**src/rtl/timer_pkg.sv**
```systemverilog
package timer_pkg;
  localparam int ADDR_W = 2;
  localparam logic [ADDR_W-1:0] A_RELOAD = 2'd0;
  localparam logic [ADDR_W-1:0] A_COUNT  = 2'd1;
  localparam logic [ADDR_W-1:0] A_CTRL   = 2'd2;

  // control word bit positions
  localparam int B_RUN  = 0;
  localparam int B_CLRN = 1;
  localparam int B_FLAG = 2;

  typedef struct packed {
    logic clear;   // counter and toggle flip-flop forced to zero
    logic load;    // start from stopped: fill from reload register
  } core_cmd_t;
endpackage

```
**src/rtl/timer_rst_sync.sv**
```systemverilog
module timer_rst_sync (
  input  logic clk,
  input  logic rst_n,
  output logic rst_sync_n
);
  logic meta_q;

  always_ff @(posedge clk or negedge rst_n) begin
    if (!rst_n) begin
      meta_q     <= 1'b0;
      rst_sync_n <= 1'b0;
    end else begin
      meta_q     <= 1'b1;
      rst_sync_n <= meta_q;
    end
  end
endmodule

```
**src/rtl/timer_regs.sv**
```systemverilog
module timer_regs
  import timer_pkg::*;
#(
  parameter int CNT_W = 16
) (
  input  logic              clk,
  input  logic              rst_n,
  input  logic              wr_en,
  input  logic [ADDR_W-1:0] addr,
  input  logic [CNT_W-1:0]  wdata,
  input  logic              underflow,
  output logic [CNT_W-1:0]  reload_q,
  output logic              run_q,
  output logic              flag_q,
  output core_cmd_t         cmd
);
  logic             ctrl_wr;
  logic             reload_wr;
  logic [CNT_W-1:0] reload_d;
  logic             run_d;
  logic             flag_d;

  always_comb begin
    ctrl_wr   = wr_en && (addr == A_CTRL);
    reload_wr = wr_en && (addr == A_RELOAD);

    cmd.clear = ctrl_wr && !wdata[B_CLRN];
    cmd.load  = ctrl_wr && wdata[B_CLRN] && wdata[B_RUN] && !run_q;

    reload_d = reload_wr ? wdata : reload_q;
    run_d    = ctrl_wr ? wdata[B_RUN] : run_q;

    // hardware set outranks software clear
    if (underflow)
      flag_d = 1'b1;
    else if (ctrl_wr && !wdata[B_FLAG])
      flag_d = 1'b0;
    else
      flag_d = flag_q;
  end

  always_ff @(posedge clk or negedge rst_n) begin
    if (!rst_n) begin
      reload_q <= '0;
      run_q    <= 1'b0;
      flag_q   <= 1'b0;
    end else begin
      reload_q <= reload_d;
      run_q    <= run_d;
      flag_q   <= flag_d;
    end
  end
endmodule

```
**src/rtl/timer_core.sv**
```systemverilog
module timer_core
  import timer_pkg::*;
#(
  parameter int CNT_W = 16
) (
  input  logic             clk,
  input  logic             rst_n,
  input  logic             run_q,
  input  logic             tick,
  input  core_cmd_t        cmd,
  input  logic [CNT_W-1:0] reload_q,
  output logic [CNT_W-1:0] cnt_q,
  output logic             baud_q,
  output logic             underflow
);
  logic             step;
  logic             at_zero;
  logic [CNT_W-1:0] cnt_d;
  logic             baud_d;

  always_comb begin
    step      = run_q && tick && !cmd.clear;
    at_zero   = (cnt_q == '0);
    underflow = step && at_zero;

    cnt_d  = cnt_q;
    baud_d = baud_q;
    if (cmd.clear) begin
      cnt_d  = '0;
      baud_d = 1'b0;
    end else if (cmd.load) begin
      cnt_d = reload_q;
    end else if (step) begin
      if (at_zero) begin
        cnt_d  = reload_q;   // registered value: a same-cycle write waits
        baud_d = !baud_q;
      end else begin
        cnt_d = cnt_q - 1'b1;
      end
    end
  end

  always_ff @(posedge clk or negedge rst_n) begin
    if (!rst_n) begin
      cnt_q  <= '0;
      baud_q <= 1'b0;
    end else begin
      cnt_q  <= cnt_d;
      baud_q <= baud_d;
    end
  end
endmodule

```
**src/rtl/timer_rdmux.sv**
```systemverilog
module timer_rdmux
  import timer_pkg::*;
#(
  parameter int CNT_W = 16
) (
  input  logic [ADDR_W-1:0] addr,
  input  logic [CNT_W-1:0]  reload_q,
  input  logic [CNT_W-1:0]  cnt_q,
  input  logic              run_q,
  input  logic              flag_q,
  output logic [CNT_W-1:0]  rdata
);
  logic [CNT_W-1:0] ctrl_word;

  always_comb begin
    ctrl_word         = '0;
    ctrl_word[B_RUN]  = run_q;
    ctrl_word[B_CLRN] = 1'b1;
    ctrl_word[B_FLAG] = flag_q;
    case (addr)
      A_RELOAD: rdata = reload_q;
      A_COUNT:  rdata = cnt_q;
      A_CTRL:   rdata = ctrl_word;
      default:  rdata = '0;
    endcase
  end
endmodule

```
**src/rtl/baud_reload_timer.sv**
```systemverilog
module baud_reload_timer
  import timer_pkg::*;
#(
  parameter int CNT_W = 16
) (
  input  logic              clk,
  input  logic              rst_n,
  input  logic              wr_en,
  input  logic [ADDR_W-1:0] addr,
  input  logic [CNT_W-1:0]  wdata,
  input  logic              tick,
  output logic [CNT_W-1:0]  rdata,
  output logic              baud_clk,
  output logic              uflow_flag
);
  logic             rst_sync_n;
  logic [CNT_W-1:0] reload_q;
  logic [CNT_W-1:0] cnt_q;
  logic             run_q;
  logic             flag_q;
  logic             underflow;
  core_cmd_t        cmd;

  timer_rst_sync u_rst (
    .clk        (clk),
    .rst_n      (rst_n),
    .rst_sync_n (rst_sync_n)
  );

  timer_regs #(.CNT_W(CNT_W)) u_regs (
    .clk       (clk),
    .rst_n     (rst_sync_n),
    .wr_en     (wr_en),
    .addr      (addr),
    .wdata     (wdata),
    .underflow (underflow),
    .reload_q  (reload_q),
    .run_q     (run_q),
    .flag_q    (flag_q),
    .cmd       (cmd)
  );

  timer_core #(.CNT_W(CNT_W)) u_core (
    .clk       (clk),
    .rst_n     (rst_sync_n),
    .run_q     (run_q),
    .tick      (tick),
    .cmd       (cmd),
    .reload_q  (reload_q),
    .cnt_q     (cnt_q),
    .baud_q    (baud_clk),
    .underflow (underflow)
  );

  timer_rdmux #(.CNT_W(CNT_W)) u_rd (
    .addr     (addr),
    .reload_q (reload_q),
    .cnt_q    (cnt_q),
    .run_q    (run_q),
    .flag_q   (flag_q),
    .rdata    (rdata)
  );

  assign uflow_flag = flag_q;
endmodule

```
**config.mk**
```make
export PLATFORM = sky130hd
export DESIGN_NAME = baud_reload_timer
export DESIGN_NICKNAME = d
export VERILOG_FILES = /design/src/rtl/timer_pkg.sv /design/src/rtl/timer_rst_sync.sv /design/src/rtl/timer_regs.sv /design/src/rtl/timer_core.sv /design/src/rtl/timer_rdmux.sv /design/src/rtl/baud_reload_timer.sv
export SDC_FILE = /design/constraint.sdc
export NUM_CORES = 1
export LEC_CHECK = 0
export CORE_ASPECT_RATIO = 0.75
export CORE_MARGIN = 4
export CORE_UTILIZATION = 39
export CTS_CLUSTER_DIAMETER = 100
export CTS_CLUSTER_SIZE = 24
export DETAILED_ROUTE_END_ITERATION = 6
export GPL_ROUTABILITY_DRIVEN = 0
export GPL_TIMING_DRIVEN = 0
export PLACE_DENSITY = 0.67
export SETUP_SLACK_MARGIN = 0.15
export SLEW_MARGIN = 0
export SYNTH_ARGS = -nofsm -noshare
export SYNTH_HDL_FRONTEND = slang
export SYNTH_HIERARCHICAL = 1
export SYNTH_SLANG_ARGS = --single-unit
export TNS_END_PERCENT = 1
```
**constraint.sdc**
```tcl
create_clock -name clk -period 2.6 [get_ports clk]
set_input_delay 0.26 -clock clk [delete_from_list [all_inputs] [get_ports clk]]
set_output_delay 0.26 -clock clk [all_outputs]
set_load 0.005 [all_outputs]
```
==> impl_metrics.env, run 1 <==
export IMPL_status="finished clean"
export IMPL_htree_levels=2
export IMPL_dr_total_vias=1934
export IMPL_cts_tree="built"
export IMPL_die_w_um=95.1
export IMPL_hold_buffers=0
export IMPL_ir_drop_v=0.000279
export IMPL_fmax_mhz=437
export IMPL_finalInstanceArea_mm2=0.00279
export IMPL_cts_sinks=37
export IMPL_grt_ovfl_total=0
export IMPL_whs_ns=0.127
export IMPL_intPower_mw=1.34
export IMPL_grt_max_degree=36
export IMPL_clockBufferDepth=2
export IMPL_clk_latency_ns=0.28
export IMPL_crit_fanout=10
export IMPL_dp_hpwl_um=4200
export IMPL_ant_nets=0
export IMPL_portBuffers=39
export IMPL_coreArea_mm2=0.00541
export IMPL_num_rows=23
export IMPL_slew_viol_final=0
export IMPL_drv_cap=0
export IMPL_yosys_warnings=6
export IMPL_hold_violations=0
export IMPL_synth_ff_type="dfrtp_1"
export IMPL_worstPathRequired_ns=2.74
export IMPL_ys_top_cells_by_area="dfrtp_1, mux2_2, mux2i_1"
export IMPL_vias_per_cell=5.56
export IMPL_combPwrFrac=0.366
export IMPL_cts_resized=0
export IMPL_grt_pass1_vias=1863
export IMPL_syn_area_per_cell_um2=9.81
export IMPL_worstHoldPathType="in -> async"
export IMPL_critPathLaunchType="primary input"
export IMPL_start_util=0.410
export IMPL_track_usage=0.176
export IMPL_synth_seq_cells=37
export IMPL_p_seq_frac=0.439
export IMPL_grt_pass1_wl_um=9540
export IMPL_fin_cells=348
export IMPL_fillers=548
export IMPL_finalClockSkew_ns=0.00778
export IMPL_endpoint_kind="flop"
export IMPL_finalCritPeriodShare=0.881
export IMPL_crit_arrival_ns=2.43
export IMPL_rsz0062_at_grt="false"
export IMPL_yosysTopAreaCell="dfrtp_1"
export IMPL_synth_edf_count=0
export IMPL_cts_buffers=5
export IMPL_setup_tns_ns=0
export IMPL_nNetsFinal=296
export IMPL_syn_inst=226
export IMPL_min_period_ns=2.29
export IMPL_cts_clk_slew_worst_paths_ns=0.08
export IMPL_synth_distinct_cells=47
export IMPL_routed_wl_um=5720
export IMPL_sw_frac_of_total=0.370
export IMPL_utilization=0.516
export IMPL_die_y_um=73.3
export IMPL_worst_pin_slew_ns=0.767
export IMPL_setup_viol=0
export IMPL_drc=0
export IMPL_power_share_clock=0.195
export IMPL_power_switching_mw=0.785
export IMPL_cts_setup_buffers=0
export IMPL_seq_area_frac_synth=0.418
export IMPL_syn_nets=250
export IMPL_cts_root_buf="clkbuf_8"
export IMPL_syn_area_mm2=0.00222
export IMPL_synth_top_area_share=0.418
export IMPL_powerDensity_mw_per_mm2=759
export IMPL_p_leak_nw=1.16
export IMPL_pre_cts_slack_ns=-0.0626
export IMPL_synthToLayoutAreaGrowth_pct=26.0
export IMPL_setup_ws_ns=0.310
export IMPL_async_flop_share=1.00
export IMPL_dp_cells=340
export IMPL_post_drt_wl_per_cell_um=16.4
export IMPL_antenna_found_initial=0
export IMPL_power_mw=2.12
export IMPL_relSlewSlack=0.489
export IMPL_path_class="in -> reg"
export IMPL_io_pins=40
export IMPL_dpl_cell_area_mm2=0.00270
export IMPL_drt_initial_drc_count=119
export IMPL_antennaDiodeCount=0
export IMPL_first_pass_iters=4
export IMPL_die_area_mm2=0.00697
export IMPL_drive_above_1_share=0.154
## worst max-delay path, stage by stage
cell and delay [ns]:
clkdlybuf4s50_1 0.48, nand3b_1 0.28, nor3_1 0.41, clkbuf_2 0.31, nor2_1 0.16, a21oi_1 0.33, o221ai_1 0.19
## power groups by stage
stage | sequential [mW] | combinational [mW] | clock (mW)
after global routing | 0.965 | 0.870 | 0.451
after floorplan | 0.874 | 0.546 | 0
after detailed placement | 0.941 | 0.769 | 0
final | 0.931 | 0.776 | 0.414
after CTS | 0.931 | 0.772 | 0.427
after global placement | 0.933 | 0.752 | 0
## kinds of logic after synthesis
family                   Yosys count  share of synthesized area
AND/OR/NAND/NOR                   87                      0.207
AO/OA/AOI/OAI                     44                      0.130
flip-flops                        37                      0.418
multiplexers                      36                      0.172
buffers and inverters             17                     0.0519
adder cells (fa/ha/maj)            2                     0.0113
XOR/XNOR                           2                    0.00790
other                              1                    0.00169
## path summary, 6_finish.rpt
| kind | to | startpoint | cells after the start | slack [ns] |
|---|---|---|---|---|
| setup / recovery | u_core/cnt_q[11]$_DFFE_PN0P_ | addr[0] | 7 | 0.31 |
| hold / removal | u_rst/meta_q$_DFF_PN0_ | rst_n | 1 | 0.13 |
| setup reg to reg | u_core/cnt_q[6]$_DFFE_PN0P_ | u_core/cnt_q[0]$_DFFE_PN0P_ | 9 | 0.39 |
| hold reg to reg | u_regs/flag_q$_DFFE_PN0P_ | u_rst/rst_sync_n$_DFF_PN0_ | 0 | 0.35 |
| max in group asynchronous | u_core/cnt_q[5]$_DFFE_PN0P_ | u_rst/rst_sync_n$_DFF_PN0_ | 0 | 1.76 |
| min in group clk | u_rst/rst_sync_n$_DFF_PN0_ | u_rst/meta_q$_DFF_PN0_ | 0 | 0.35 |
## routing by layer
metal,share of wire,global-route usage
met5,0,0
met4,0.0024,0.0288
met3,0.082,0.0307
met2,0.43,0.256
met1,0.49,0.276
## Yosys cell counts (all sizes together), types with 3 or more instances
cell,instances
a32oi,3
nand4,4
a21oi,11
clkbuf,4
nand2,19
o2bb2ai,4
nor4,7
nor3,11
nand3,3
inv,4
mux2,17
nor2,25
o21ai,8
mux2i,19
dfrtp,37
or2,3
buf,9
o22ai,6
## state kept, by name, summed over array words and instances, names as in the netlist
signal,count
u_core/cnt_q,16
u_regs/reload_q,16
u_core/baud_q,1
u_regs/flag_q,1
u_regs/run_q,1
u_rst/meta_q,1
u_rst/rst_sync_n,1
## placed cells by master, fill, tap and decap left out, types with 6 or more instances in the layout
master / count
a21oi_1: 11
clkbuf_8: 6
clkdlybuf4s50_1: 39
dfrtp_1: 36
mux2_2: 17
mux2i_1: 19
nand2_1: 19
nor2_1: 25
nor3_1: 11
o21ai_0: 7
o22ai_1: 6
## cell type report
cell class	instances	area (um^2)	area share
buffer	13	101	0.0363
clock buffer	8	90.1	0.0322
inverter	4	15.0	0.00537
multi-input combinational	172	1180	0.421
sequential	37	927	0.332
tap	75	93.8	0.0336
timing repair buffer	39	390	0.140
Note: power is estimated with default switching activity, not from simulation.
==> inputs of run 2 (changes only) <==
--- a/config.mk
+++ b/config.mk
@@ -14,3 +14,2 @@
 export GPL_ROUTABILITY_DRIVEN = 0
-export GPL_TIMING_DRIVEN = 0
 export PLACE_DENSITY = 0.67
--- a/constraint.sdc
+++ b/constraint.sdc
@@ -3,2 +3,2 @@
 set_output_delay 0.26 -clock clk [all_outputs]
-set_load 0.005 [all_outputs]
+set_load 0.01 [all_outputs]
==> run 2 against run 1 <==
Sequential share of layout area up 0.27 points; power about the same; sequential power shrank 0.6%; combinational power rose by 3.9%; register-to-register slack got worse by 0.04 ns; design area fell by 0.94%; worst setup slack better by 0.042 ns; utilization is 0.49 points lower; die area is the same; hold slack worse by 0.0046 ns; non-clock buffer count decreased by 2; clock power down 5.8%.
==> impl_metrics.env, run 2 (synthesis gave the netlist of run 1 again) <==
export IMPL_status="finished clean"
export IMPL_fmax_mhz=445
export IMPL_pre_cts_slack_ns=0.0893
export IMPL_dp_cells=338
export IMPL_relSlewSlack=0.265
export IMPL_routed_wl_um=5590
export IMPL_first_pass_iters=4
export IMPL_ant_nets=0
export IMPL_p_leak_nw=1.15
export IMPL_nNetsFinal=294
export IMPL_worstPathRequired_ns=2.78
export IMPL_utilization=0.512
export IMPL_finalCritPeriodShare=0.864
export IMPL_antenna_found_initial=0
export IMPL_endpoint_kind="flop"
export IMPL_portBuffers=39
export IMPL_fin_cells=346
export IMPL_power_mw=2.12
export IMPL_worstHoldPathType="in -> async"
export IMPL_grt_ovfl_total=0
export IMPL_die_y_um=73.3
export IMPL_grt_max_degree=20
export IMPL_ir_drop_v=0.000276
export IMPL_dp_hpwl_um=3950
export IMPL_num_rows=23
export IMPL_post_drt_wl_per_cell_um=16.1
export IMPL_cts_root_buf="clkbuf_8"
export IMPL_reg_top3="u_core/cnt_q: 16 flops, u_regs/reload_q: 16 flops"
export IMPL_layout_commonest_cell="clkdlybuf4s50_1"
export IMPL_layout_common_cells="clkdlybuf4s50_1, dfrtp_1, nor2_1, nand2_1, mux2i_1"
export IMPL_worst_pin_slew_ns=1.10
export IMPL_coreArea_mm2=0.00541
export IMPL_min_period_ns=2.25
export IMPL_cts_clk_slew_worst_paths_ns=0.07
export IMPL_drc=0
export IMPL_top_usage_layer="met1"
export IMPL_drive_above_1_share=0.159
export IMPL_clockBufferDepth=2
export IMPL_die_area_mm2=0.00697
export IMPL_clk_latency_ns=0.29
export IMPL_crit_fanout=13
export IMPL_setup_tns_ns=0
export IMPL_use_met3=0.0338
export IMPL_vias_per_cell=5.52
export IMPL_path_class="reg -> reg"
export IMPL_hold_violations=0
export IMPL_cts_setup_buffers=0
export IMPL_r2r_start="u_core/cnt_q[0]$_DFFE_PN0P_"
export IMPL_synthToLayoutAreaGrowth_pct=24.8
export IMPL_htree_levels=2
export IMPL_setup_ws_ns=0.353
export IMPL_start_util=0.410
export IMPL_track_usage=0.168
export IMPL_grt_pass1_wl_um=9030
export IMPL_cts_sinks=37
export IMPL_finalClockSkew_ns=0.00631
export IMPL_powerDensity_mw_per_mm2=766
export IMPL_io_pins=40
export IMPL_die_w_um=95.1
export IMPL_rr_endpoint="u_core/cnt_q[5]$_DFFE_PN0P_"
export IMPL_rrSetupSlack_ns=0.35
export IMPL_grt_pass1_vias=1860
export IMPL_critPathLaunchType="flop"
export IMPL_rsz0062_at_grt="false"
export IMPL_antennaDiodeCount=0
export IMPL_cts_tree="built"
export IMPL_slew_viol_final=0
export IMPL_cts_buffers=5
export IMPL_setup_viol=0
export IMPL_drt_initial_drc_count=134
export IMPL_use_met1=0.254
export IMPL_crit_arrival_ns=2.42
export IMPL_r2r_cells=7
export IMPL_grtUsageMet2=0.240
export IMPL_drv_cap=0
export IMPL_dr_total_vias=1910
run 2: through the flow:
stage,hold slack (ns),instance area (um^2)
after floorplan,-0.0356,2220
after global placement,0.217,2680
after detailed placement,0.214,2680
after CTS,0.117,2770
after global routing,0.112,2770
final,0.123,2770
run 2: worst max-delay path: stages (launching register included):
cell	delay [ns]
dfrtp_1	0.44
inv_1	0.13
ha_1	0.15
nor4b_1	0.39
and4_2	0.46
or2_4	0.27
o21ai_0	0.11
a22o_1	0.19
run 2: worst max path at each step:
| stage | cells past startpoint | slack [ns] | from | end |
|---|---|---|---|---|
| after floorplan | 9 | 0.65 | u_core/cnt_q[0]$_DFFE_PN0P_ | u_core/cnt_q[4]$_DFFE_PN0P_ |
| after global placement | 7 | 0.14 | addr[0] | u_core/cnt_q[15]$_DFFE_PN0P_ |
| after detailed placement | 7 | 0.09 | addr[1] | u_core/cnt_q[15]$_DFFE_PN0P_ |
| after CTS | 7 | 0.30 | u_core/cnt_q[0]$_DFFE_PN0P_ | u_core/cnt_q[5]$_DFFE_PN0P_ |
| after global routing | 7 | 0.22 | u_core/cnt_q[0]$_DFFE_PN0P_ | u_core/cnt_q[5]$_DFFE_PN0P_ |
| final | 7 | 0.35 | u_core/cnt_q[0]$_DFFE_PN0P_ | u_core/cnt_q[5]$_DFFE_PN0P_ |
run 2: layout make-up:
| class | count | area [um^2] |
|---|---|---|
| fill | 523 | 2640 |
| timing repair buffer | 50 | 473 |
| inverter | 4 | 15.0 |
| tap | 75 | 93.8 |
| multi-input combinational | 172 | 1180 |
| clock buffer | 8 | 80.1 |
| sequential | 37 | 926 |
run 2: where the power goes:
part / switching (mW) / total, mW / internal (mW)
registers: 0.207 / 0.925 / 0.717
clock network: 0.199 / 0.390 / 0.190
logic: 0.395 / 0.806 / 0.411
total: 0.802 / 2.12 / 1.32
run 2: what timing repair did:
| item | 4_1_cts | 5_1_grt |
|---|---|---|
| gates resized for setup | 1 | 1 |
| pin swaps | 0 | 0 |
| hold buffers | 0 | 0 |
| endpoints found under the setup margin | 1 | 3 |
run 2: layer usage:
metal,vias up,part of all wire
met5,-,0
met4,0,0.011
met3,7,0.075
met2,64,0.41
met1,911,0.50
li1,928,-
